==> src/rtl/sched_cost_pkg.sv <==
package sched_cost_pkg;

    localparam int COORD_W = 4;
    localparam int CYC_W   = 6;
    localparam int ALPHA_W = 8;
    localparam int DIST_W  = COORD_W + 2;
    localparam int DIFF_W  = (DIST_W > CYC_W) ? DIST_W : CYC_W;
    localparam int PEN_W   = DIFF_W + CYC_W;

    typedef logic [COORD_W-1:0] coord_t;
    typedef logic [CYC_W-1:0]   cyc_t;
    typedef logic [DIST_W-1:0]  dist_t;
    typedef logic [DIFF_W-1:0]  diff_t;
    typedef logic [PEN_W-1:0]   pen_t;
    typedef logic [ALPHA_W-1:0] alpha_t;

    typedef struct packed {
        coord_t x;
        coord_t y;
        coord_t ctx;
    } place_t;

    typedef struct packed {
        place_t src;
        place_t dst;
        cyc_t   cyc;
        logic   last;
    } edge_t;

    typedef enum logic [1:0] {
        ST_IDLE  = 2'd0,
        ST_RUN   = 2'd1,
        ST_DRAIN = 2'd2
    } eval_state_e;

    function automatic coord_t axis_gap(coord_t a, coord_t b);
        return (a >= b) ? (a - b) : (b - a);
    endfunction

    function automatic dist_t manhattan3(place_t a, place_t b);
        dist_t s;
        s = dist_t'(axis_gap(a.x, b.x))
          + dist_t'(axis_gap(a.y, b.y))
          + dist_t'(axis_gap(a.ctx, b.ctx));
        return s;
    endfunction

    function automatic pen_t sched_penalty(dist_t d, cyc_t c);
        diff_t dd;
        diff_t cc;
        diff_t m;
        dd = diff_t'(d);
        cc = diff_t'(c);
        m  = (dd >= cc) ? (dd - cc) : (cc - dd);
        return pen_t'(m) * pen_t'(c);
    endfunction

endpackage

==> src/rtl/sched_edge_penalty.sv <==
module sched_edge_penalty
    import sched_cost_pkg::*;
(
    input  logic  clk,
    input  logic  rst,
    input  logic  flush,
    input  logic  in_valid,
    input  edge_t in_edge,
    output logic  pen_valid,
    output pen_t  pen,
    output logic  pen_last
);

    dist_t dist_c;
    pen_t  pen_c;

    always_comb begin
        dist_c = manhattan3(in_edge.src, in_edge.dst);
        pen_c  = sched_penalty(dist_c, in_edge.cyc);
    end

    always_ff @(posedge clk) begin
        if (rst || flush) begin
            pen_valid <= 1'b0;
            pen_last  <= 1'b0;
            pen       <= '0;
        end else begin
            pen_valid <= in_valid;
            pen_last  <= in_valid && in_edge.last;
            if (in_valid) begin
                pen <= pen_c;
            end
        end
    end

    // co-located ends give distance 0, so the charge is cycles squared
    a_r2_colocated_charge: assert property (@(posedge clk) disable iff (rst)
        (in_valid && !flush && (in_edge.src == in_edge.dst))
        |=> (pen == (pen_t'($past(in_edge.cyc)) * pen_t'($past(in_edge.cyc)))));

    // a zero cycle gap never costs anything
    a_r2_zero_gap_free: assert property (@(posedge clk) disable iff (rst)
        (in_valid && !flush && (in_edge.cyc == '0)) |=> (pen == '0));

endmodule

==> src/rtl/sched_sat_accum.sv <==
module sched_sat_accum
    import sched_cost_pkg::*;
#(
    parameter int ACC_W = 32
) (
    input  logic             clk,
    input  logic             rst,
    input  logic             clear,
    input  logic             add_en,
    input  pen_t             add_val,
    output logic [ACC_W-1:0] acc
);

    localparam int SUM_W = ACC_W + 1;
    localparam int PAD_W = SUM_W - PEN_W;

    logic [SUM_W-1:0] sum_c;

    always_comb begin
        sum_c = {1'b0, acc} + {{PAD_W{1'b0}}, add_val};
    end

    always_ff @(posedge clk) begin
        if (rst || clear) begin
            acc <= '0;
        end else if (add_en) begin
            acc <= sum_c[ACC_W] ? {ACC_W{1'b1}} : sum_c[ACC_W-1:0];
        end
    end

    // without a clear the sum never moves downward (no wrap)
    a_r4_no_wrap: assert property (@(posedge clk) disable iff (rst)
        !clear |=> (acc >= $past(acc)));

    // a clear empties the sum
    a_r7_clear_empties: assert property (@(posedge clk) disable iff (rst)
        clear |=> (acc == '0));

endmodule

==> src/rtl/sched_cost_blend.sv <==
module sched_cost_blend
    import sched_cost_pkg::*;
#(
    parameter int ACC_W = 32
) (
    input  logic             clk,
    input  logic             rst,
    input  logic             fire,
    input  alpha_t           alpha,
    input  logic [ACC_W-1:0] wl,
    input  logic [ACC_W-1:0] sched,
    output logic             done,
    output logic [ACC_W-1:0] total
);

    localparam int PW = ACC_W + ALPHA_W + 1;
    localparam logic [ALPHA_W:0] UNITY = {1'b1, {ALPHA_W{1'b0}}};

    logic [ALPHA_W:0] beta;
    logic [PW-1:0]    mix;

    always_comb begin
        beta = UNITY - {1'b0, alpha};
        mix  = (PW'(wl) * PW'(alpha)) + (PW'(sched) * PW'(beta));
    end

    always_ff @(posedge clk) begin
        if (rst) begin
            done  <= 1'b0;
            total <= '0;
        end else begin
            done <= fire;
            if (fire) begin
                total <= ACC_W'(mix >> ALPHA_W);
            end
        end
    end

    // a weighted mean never exceeds the larger of its two terms
    a_r5_blend_bounded: assert property (@(posedge clk) disable iff (rst)
        fire |=> (total <= (($past(wl) > $past(sched)) ? $past(wl) : $past(sched))));

endmodule

==> src/rtl/sched_cost_eval.sv <==
module sched_cost_eval
    import sched_cost_pkg::*;
#(
    parameter int ACC_W = 32
) (
    input  logic               clk,
    input  logic               rst,
    input  logic               start,
    input  logic [ALPHA_W-1:0] alpha,
    input  logic [ACC_W-1:0]   wl_cost,
    input  logic               edge_valid,
    output logic               edge_ready,
    input  logic               edge_last,
    input  logic [COORD_W-1:0] src_x,
    input  logic [COORD_W-1:0] src_y,
    input  logic [COORD_W-1:0] src_ctx,
    input  logic [COORD_W-1:0] dst_x,
    input  logic [COORD_W-1:0] dst_y,
    input  logic [COORD_W-1:0] dst_ctx,
    input  logic [CYC_W-1:0]   cycles,
    output logic               done,
    output logic [ACC_W-1:0]   total_cost,
    output logic [ACC_W-1:0]   sched_cost
);

    eval_state_e      state_q;
    edge_t            edge_in;
    logic             take;
    logic             open_start;
    logic             pen_valid;
    logic             pen_last;
    pen_t             pen;
    logic             fin_q;
    alpha_t           alpha_q;
    logic [ACC_W-1:0] wl_q;

    always_comb begin
        edge_in.src.x   = src_x;
        edge_in.src.y   = src_y;
        edge_in.src.ctx = src_ctx;
        edge_in.dst.x   = dst_x;
        edge_in.dst.y   = dst_y;
        edge_in.dst.ctx = dst_ctx;
        edge_in.cyc     = cycles;
        edge_in.last    = edge_last;
        edge_ready      = (state_q != ST_DRAIN);
        open_start      = start && (state_q != ST_DRAIN);
        take            = edge_valid && edge_ready && (state_q == ST_RUN) && !start;
    end

    always_ff @(posedge clk) begin
        if (rst) begin
            state_q <= ST_IDLE;
        end else begin
            case (state_q)
                ST_IDLE:  if (start) state_q <= ST_RUN;
                ST_RUN:   if (!start && take && edge_last) state_q <= ST_DRAIN;
                ST_DRAIN: if (fin_q) state_q <= ST_IDLE;
                default:  state_q <= ST_IDLE;
            endcase
        end
    end

    always_ff @(posedge clk) begin
        if (rst) begin
            fin_q   <= 1'b0;
            alpha_q <= '0;
            wl_q    <= '0;
        end else begin
            fin_q <= pen_valid && pen_last;
            if (take && edge_last) begin
                alpha_q <= alpha;
                wl_q    <= wl_cost;
            end
        end
    end

    sched_edge_penalty u_pen (
        .clk       (clk),
        .rst       (rst),
        .flush     (open_start),
        .in_valid  (take),
        .in_edge   (edge_in),
        .pen_valid (pen_valid),
        .pen       (pen),
        .pen_last  (pen_last)
    );

    sched_sat_accum #(.ACC_W(ACC_W)) u_acc (
        .clk     (clk),
        .rst     (rst),
        .clear   (open_start),
        .add_en  (pen_valid),
        .add_val (pen),
        .acc     (sched_cost)
    );

    sched_cost_blend #(.ACC_W(ACC_W)) u_blend (
        .clk   (clk),
        .rst   (rst),
        .fire  (fin_q),
        .alpha (alpha_q),
        .wl    (wl_q),
        .sched (sched_cost),
        .done  (done),
        .total (total_cost)
    );

    // the closing beat blocks the stream on the following cycle
    a_r8_ready_drops: assert property (@(posedge clk) disable iff (rst)
        (take && edge_last) |=> !edge_ready);

    // the done strobe lasts a single cycle
    a_r6_single_pulse: assert property (@(posedge clk) disable iff (rst)
        done |=> !done);

    // with no evaluation open and no start, the sum is frozen
    a_r7_idle_hold: assert property (@(posedge clk) disable iff (rst)
        ((state_q == ST_IDLE) && !start) |=> (sched_cost == $past(sched_cost)));

endmodule

==> config.mk <==
export PLATFORM = sky130hd
export DESIGN_NAME = sched_cost_eval
export DESIGN_NICKNAME = d
export VERILOG_FILES = /design/src/rtl/sched_cost_pkg.sv /design/src/rtl/sched_edge_penalty.sv /design/src/rtl/sched_sat_accum.sv /design/src/rtl/sched_cost_blend.sv /design/src/rtl/sched_cost_eval.sv
export SDC_FILE = /design/constraint.sdc
export NUM_CORES = 2
export LEC_CHECK = 0
export BUFFER_PORTS_ARGS = -buffer_cell sky130_fd_sc_hd__buf_2
export CAP_MARGIN = 20
export CORE_MARGIN = 2
export CORE_UTILIZATION = 58
export CTS_CLUSTER_SIZE = 25
export DETAILED_ROUTE_END_ITERATION = 16
export PLACE_DENSITY = 0.77
export SYNTH_ARGS = -nofsm -noshare
export SYNTH_HDL_FRONTEND = slang
export SYNTH_HIERARCHICAL = 1
export SYNTH_SLANG_ARGS = --single-unit
==> constraint.sdc <==
create_clock -name clk -period 7.8 [get_ports clk]
set_input_delay 0.78 -clock clk [delete_from_list [all_inputs] [get_ports clk]]
set_output_delay 0.78 -clock clk [all_outputs]
set_load 0.005 [all_outputs]
# Word level (Yosys, flattened, before mapping)
# Cells that the tools add are included.
# classes
addsub,13
multipliers,3
order_cmp,4
n_eq_ne,6
n_mux,9
reduce_logical,12
# ops
op,n
adder 40 bit,1
multiplier 32 x 8 -> 40 bit,1
multiplier 32 x 9 -> 40 bit,1
adder 32 x 12 -> 33 bit,1
two-way mux 32 bit,1
subtractor 4 bit,6
greater-or-equal comparator 4 bit,3
multiplier 6 x 6 -> 12 bit,1
two-way mux 4 bit,3
subtractor 6 bit,2
subtractor 9 x 8 -> 9 bit (first input constant),1
logical AND 1 bit,8
adder 6 x 4 -> 6 bit,1
greater-or-equal comparator 6 bit,1
two-way mux 2 bit,3
two-way mux 6 bit,1
!= test 2 bit (second input constant),3
case mux 2 bit (3 select lines),1
adder 4 x 4 -> 5 bit,1
AND reduction 3 bit,1
== test 2 x 1 -> 1 bit (second input constant),1
== test 2 bit (second input constant),1
zero test 2 bit,1
!= test 2 x 1 -> 1 bit (second input constant),1
other kinds (2),2
# totals
ff_bits,122
input_bits,75
out_inout_bits,66
word_cells,57

# Longest topological paths before layout
# logic_depth
ltp_word,8
ltp_mapped,33
depth_no_buf,33

# Hierarchy
# The synthesis kept the hierarchy.
# by_module_without_submodules
module,instances,cells_each,area_each_um2,seq_area_each_um2
sched_cost_blend,1,2117,17828.3,660.6
sched_edge_penalty,1,381,3295.7,280.3
sched_cost_eval,1,196,2049.5,860.8
sched_sat_accum,1,232,1996.9,640.6

# Worst setup path after synthesis
# No wires, ideal clock.
# synth_timing
path_type,input to register
startpoint,input src_y[0]
endpoint,register u_pen.pen[10]
setup_ns,0.116
arrival_ns,7.969
t_required_ns,7.684
path_slack_ns,-0.285
path_stages,30
n_path_buf,1
cell_sequence,inv_1 ha_1 inv_1 fa_1 a21o_1 a21o_1 a21oi_1 mux2_2 fa_1 ha_1 fa_1 a21oi_1 nor2_1 ha_1 buf_6 a21oi_4 a21boi_0 a31o_4 mux2i_4 mux2_4 fa_1 fa_1 fa_1 inv_1 ha_1 and2_1 a22o_1 o22ai_1 mux2i_1 a31o_2
# synth_via
elab_chain_cells,7
elab_cells_between_ends,11
classes_between,6 x add/sub; 1 x mul; 2 x order compare; 2 x mux
# synth_rtl
element,line,source
from (decl),sched_cost_eval.sv:15,"input logic [COORD_W-1:0] src_y,"
subtractor 4 bit / greater-or-equal comparator 4 bit (equally long branches),sched_cost_pkg.sv:37,return (a >= b) ? (a - b) : (b - a);
two-way mux 4 bit (*),sched_cost_pkg.sv:37,
adder 4 x 4 -> 5 bit (*),sched_cost_pkg.sv:43,"+ dist_t'(axis_gap(a.y, b.y))"
adder 6 x 4 -> 6 bit (*),sched_cost_pkg.sv:44,"+ dist_t'(axis_gap(a.ctx, b.ctx));"
subtractor 6 bit / greater-or-equal comparator 6 bit (equally long branches),sched_cost_pkg.sv:54,m = (dd >= cc) ? (dd - cc) : (cc - dd);
two-way mux 6 bit (*),sched_cost_pkg.sv:54,
multiplier 6 x 6 -> 12 bit (*),sched_cost_pkg.sv:55,return pen_t'(m) * pen_t'(c);
to (signal assigned),sched_edge_penalty.sv:31,pen <= pen_c;
to (decl),sched_edge_penalty.sv:10,"output pen_t pen,"
# Every way passes the cells marked *; elsewhere a longest branch is shown, timed or not.
# A chain may end at the register's enable or synchronous reset.

# Final worst setup path
# layout_timing
startpoint,input src_ctx[0]
endpoint,register u_pen.pen[9]
# layout_via
elab_chain_cells,6
elab_cells_between_ends,10
classes_between,5 x add/sub; 1 x mul; 2 x order compare; 2 x mux
# layout_rtl
element,line,source
from (decl),sched_cost_eval.sv:16,"input logic [COORD_W-1:0] src_ctx,"
subtractor 4 bit / greater-or-equal comparator 4 bit (equally long branches),sched_cost_pkg.sv:37,
two-way mux 4 bit (*),sched_cost_pkg.sv:37,
adder 6 x 4 -> 6 bit (*),sched_cost_pkg.sv:44,
subtractor 6 bit / greater-or-equal comparator 6 bit (equally long branches),sched_cost_pkg.sv:54,
two-way mux 6 bit (*),sched_cost_pkg.sv:54,
multiplier 6 x 6 -> 12 bit (*),sched_cost_pkg.sv:55,
# Marks and branches as above.

==> impl_metrics.py <==
metrics = {
    "final_layout": {
        "fin_util_pct": 63.8,
        "seq_area_mm2": 0.00244,
        "multi_input_area_mm2": 0.0198,
        "layout_commonest_cell": "inv_1",
        "final_cells": 3612,
        "mostFrequentLayoutCells": "642 x inv_1, 486 x fa_1, 485 x nand2_1",
        "design_area_mm2": 0.0274,
        "nets": 3734,
        "antennaDiodeCount": 0,
        "areaGrowthSynthToFinish_pct": 8.92,
        "drive_above_1_share_pct": 12.6,
        "fillers": 3560,
    },
    "grt": {
        "met3_usage_pct": 7.16,
        "use_met2_pct": 51.1,
        "grt_pass1_vias": 21467,
        "grt_max_degree": 66,
        "gr-usage-all-layers_pct": 31.0,
        "grt_use_met1_pct": 40.3,
        "grt_pass1_wl_mm": 109,
        "gr-total-overflow": 0,
        "grt-busiest-layer": "met2",
        "antenna_found_initial": 5,
    },
    "die": {
        "dieHeight_um": 212,
        "die_x_um": 212,
        "ioPinCount": 141,
        "rows": 76,
        "die_area_mm2": 0.0451,
        "fp.coreArea_mm2": 0.0430,
        "start_util_pct": 58.6,
    },
    "power": {
        "switchingPower_uw": 3460,
        "intPower_uw": 4070,
        "pwr-share-seq_pct": 8.9,
        "pwr-share-comb_pct": 79.9,
        "power_density_mw_per_mm2": 275,
        "clockPowerShare_pct": 11.3,
        "vdd_drop_max_mv": 1.10,
        "switching_share_pct": 46.0,
        "power.total_uw": 7540,
        "leakage_uw": 0.0139,
    },
    "drt": {
        "first_pass_iters": 6,
        "ant_nets": 0,
        "drt-vias-per-instance": 5.62,
        "drc": 0,
        "wl_per_cell_um": 18.5,
        "finalWirelength_mm": 66.8,
        "first_iter_violations": 1604,
        "detailroute.via_count": 20308,
    },
    "timing": {
        "finClkSkew_ns": 0.0160,
        "timing.final.crit_share_pct": 97.5,
        "worst_pin_slew_ns": 1.10,
        "fmax_ghz": 0.131,
        "hold_viol": 0,
        "fin_crit_ns": 7.61,
        "drv_slew": 0,
        "setup_viol": 0,
        "slew_headroom_pct": 26.2,
    },
    "clock_tree": {
        "cts_buffer_depth": 2,
        "cts_root_buf": "clkbuf_16",
        "clock_latency_ns": 0.47,
        "path_clk_slew_ns": 0.07,
        "cts-buffers-inserted": 17,
        "h-tree-depth": 4,
        "cts_sinks": 122,
        "cts_tree": "built",
    },
    "worst_setup_path": {
        "worst_path_most_repeated_cell": "fa_1",
        "worstSetupEndpointType": "flip-flop",
        "r2r-end": "u_blend/total[30]",
        "worst-setup-path-type": "in -> reg",
        "cp.required_ns": 8.18,
        "startpoint_type": "input pin",
        "worst_path_max_delay_cell": "fa_1",
        "r2r_slack_ns": 0.30,
        "slowest_delay_ns": 0.53,
        "cp.arrival_ns": 7.99,
        "cp_max_fo": 4,
        "r2r_cells": 23,
        "crit-reg2reg-launch": "alpha_q[1]",
    },
    "synth": {
        "synth.cell_area_mm2": 0.0252,
        "synth_warnings": 6,
        "synth_enable_flop_cells": 0,
        "synth-seq-area-share_pct": 9.70,
        "synth_flop_cell": "dfxtp_1",
        "synthCells": 2926,
        "synth.top_cell.area_share_pct": 39.0,
        "yosys.area.top_type": "fa_1",
        "synth_seq_cells": 122,
        "synthArstFlopShare_pct": 0,
        "syn_area_per_cell_um2": 8.60,
        "synth.area.top_cells": "fa_1 39%, dfxtp_1 9.7%, inv_1 9.6%, ha_1 7.7%, nand2_1 7.2%",
        "syn_nets": 3646,
        "netlist-cell-type-count": 89,
    },
    "worst_hold_path": {
        "hp-start": "u_pen/pen_last",
        "holdPathEnd": "fin_q",
        "hp-class": "reg -> reg",
        "whs_path_depth": 2,
    },
    "place": {
        "gp_congestion": 0.902,
        "io_buffers": 140,
        "dpl_cell_area_mm2": 0.0266,
        "placedCellCount": 3575,
        "hpwl_mm": 52.6,
    },
    "run": {
        "drv_cap": 0,
    },
    "status": {
        "outcome": "finished, final reports clean",
    },
}
cells in the mapped netlist (4+ instances only):
cell      count
o21ai_0      41
buf_2         6
a21oi_1      85
o22ai_1       6
dfxtp_1     122
a311oi_1      6
a21o_1       23
o31ai_1       4
a31oi_1      10
nand3b_1      5
o211ai_1      7
buf_12        5
and3_1       12
a211oi_1     13
nand3_1      23
nor2_1       82
o21ai_2      41
xnor2_1      40
fa_1        490
nand2_1     485
ha_1        155
nor3_1       24
mux2i_1      39
nand4_1      15
nor3b_1       7
or3_1        10
inv_1       643
or2_2         4
and2_1      157
clkbuf_1    100
nand4b_1     40
buf_1        44
xor2_1       16
nand2b_1     63
nor4_1        5
mux2_4        8
o21ai_1       5
o21a_1        7
state kept, by name (all words and copies together), names as in the netlist:
register / count
u_blend/done: 1
state_q: 2
u_pen/pen_last: 1
u_pen/pen: 12
wl_q: 32
u_acc/acc: 32
u_pen/pen_valid: 1
u_blend/total: 32
alpha_q: 8
fin_q: 1
metrics by stage:
step           setup WS (ns)  hold slack, ns  TNS, ns
4_1_cts               0.0743           0.428        0
5_1_grt              -0.0244           0.443  -0.0254
6_report               0.193           0.431        0
2_1_floorplan         0.0214           0.395        0
3_3_place_gp          -0.261           0.414   -0.947
3_5_place_dp          -0.489           0.410    -2.03
worst max-delay path, delay by kind of cell:
kind | cells | cell delay, ns
adder cells (fa/ha/maj) | 9 | 3.54
AND/OR/NAND/NOR | 2 | 0.19
AO/OA/AOI/OAI | 11 | 1.80
XOR/XNOR | 1 | 0.13
multiplexers | 3 | 0.77
buffers and inverters | 9 | 0.76
worst max-delay path by stage:
| stage | from | to | slack [ns] | cells past startpoint |
|---|---|---|---|---|
| 6_report | src_ctx[0] | u_pen/pen[9] | 0.19 | 35 |
| 5_1_grt | src_ctx[0] | u_pen/pen[10] | -0.02 | 35 |
| 4_1_cts | src_ctx[0] | u_pen/pen[9] | 0.07 | 31 |
| 3_5_place_dp | src_y[0] | u_pen/pen[9] | -0.49 | 32 |
| 3_3_place_gp | src_ctx[0] | u_pen/pen[9] | -0.26 | 32 |
| 2_1_floorplan | src_ctx[0] | u_pen/pen[10] | 0.02 | 30 |
layout make-up:
type,instances,share of cell area [%]
Multi-Input combinational cell,2004,72.4
Sequential cell,122,8.92
Inverter,643,8.80
Timing Repair Buffer,226,5.07
Tap cell,585,2.67
Clock buffer,17,1.55
Clock inverter,15,0.625
power groups by stage:
| stage | Sequential, uW | Combinational [uW] | Clock (uW) |
|---|---|---|---|
| global placement | 680 | 5210 | 0 |
| detailed placement | 680 | 5440 | 0 |
| finish | 667 | 6020 | 850 |
| floorplan | 665 | 3670 | 0 |
| global route | 668 | 6650 | 889 |
| CTS | 666 | 5560 | 862 |
metal layers:
metal,vias up,share of wire [%]
met5,-,0.10
met4,10,3.4
met3,171,9.1
met2,942,47
met1,10124,41
li1,9061,-
cells by family after synthesis:
family,count (synthesis),share of synthesized area (%)
and+or+nand+nor,952,18.6
DFF,122,9.70
muxes,52,2.34
xor gates and xnor gates,56,1.95
adders and majority gates,645,46.7
buffers and inverters,800,12.3
AOI/OAI and AO/OA,299,8.41
timing repair:
item                       CTS  global route
setup endpoints to repair    1             9
setup buffers                0             5
hold buffers                 0             0
pin swaps                    0            19
resized for setup            1            27
No activity file was read; power rests on OpenSTA's default activity.
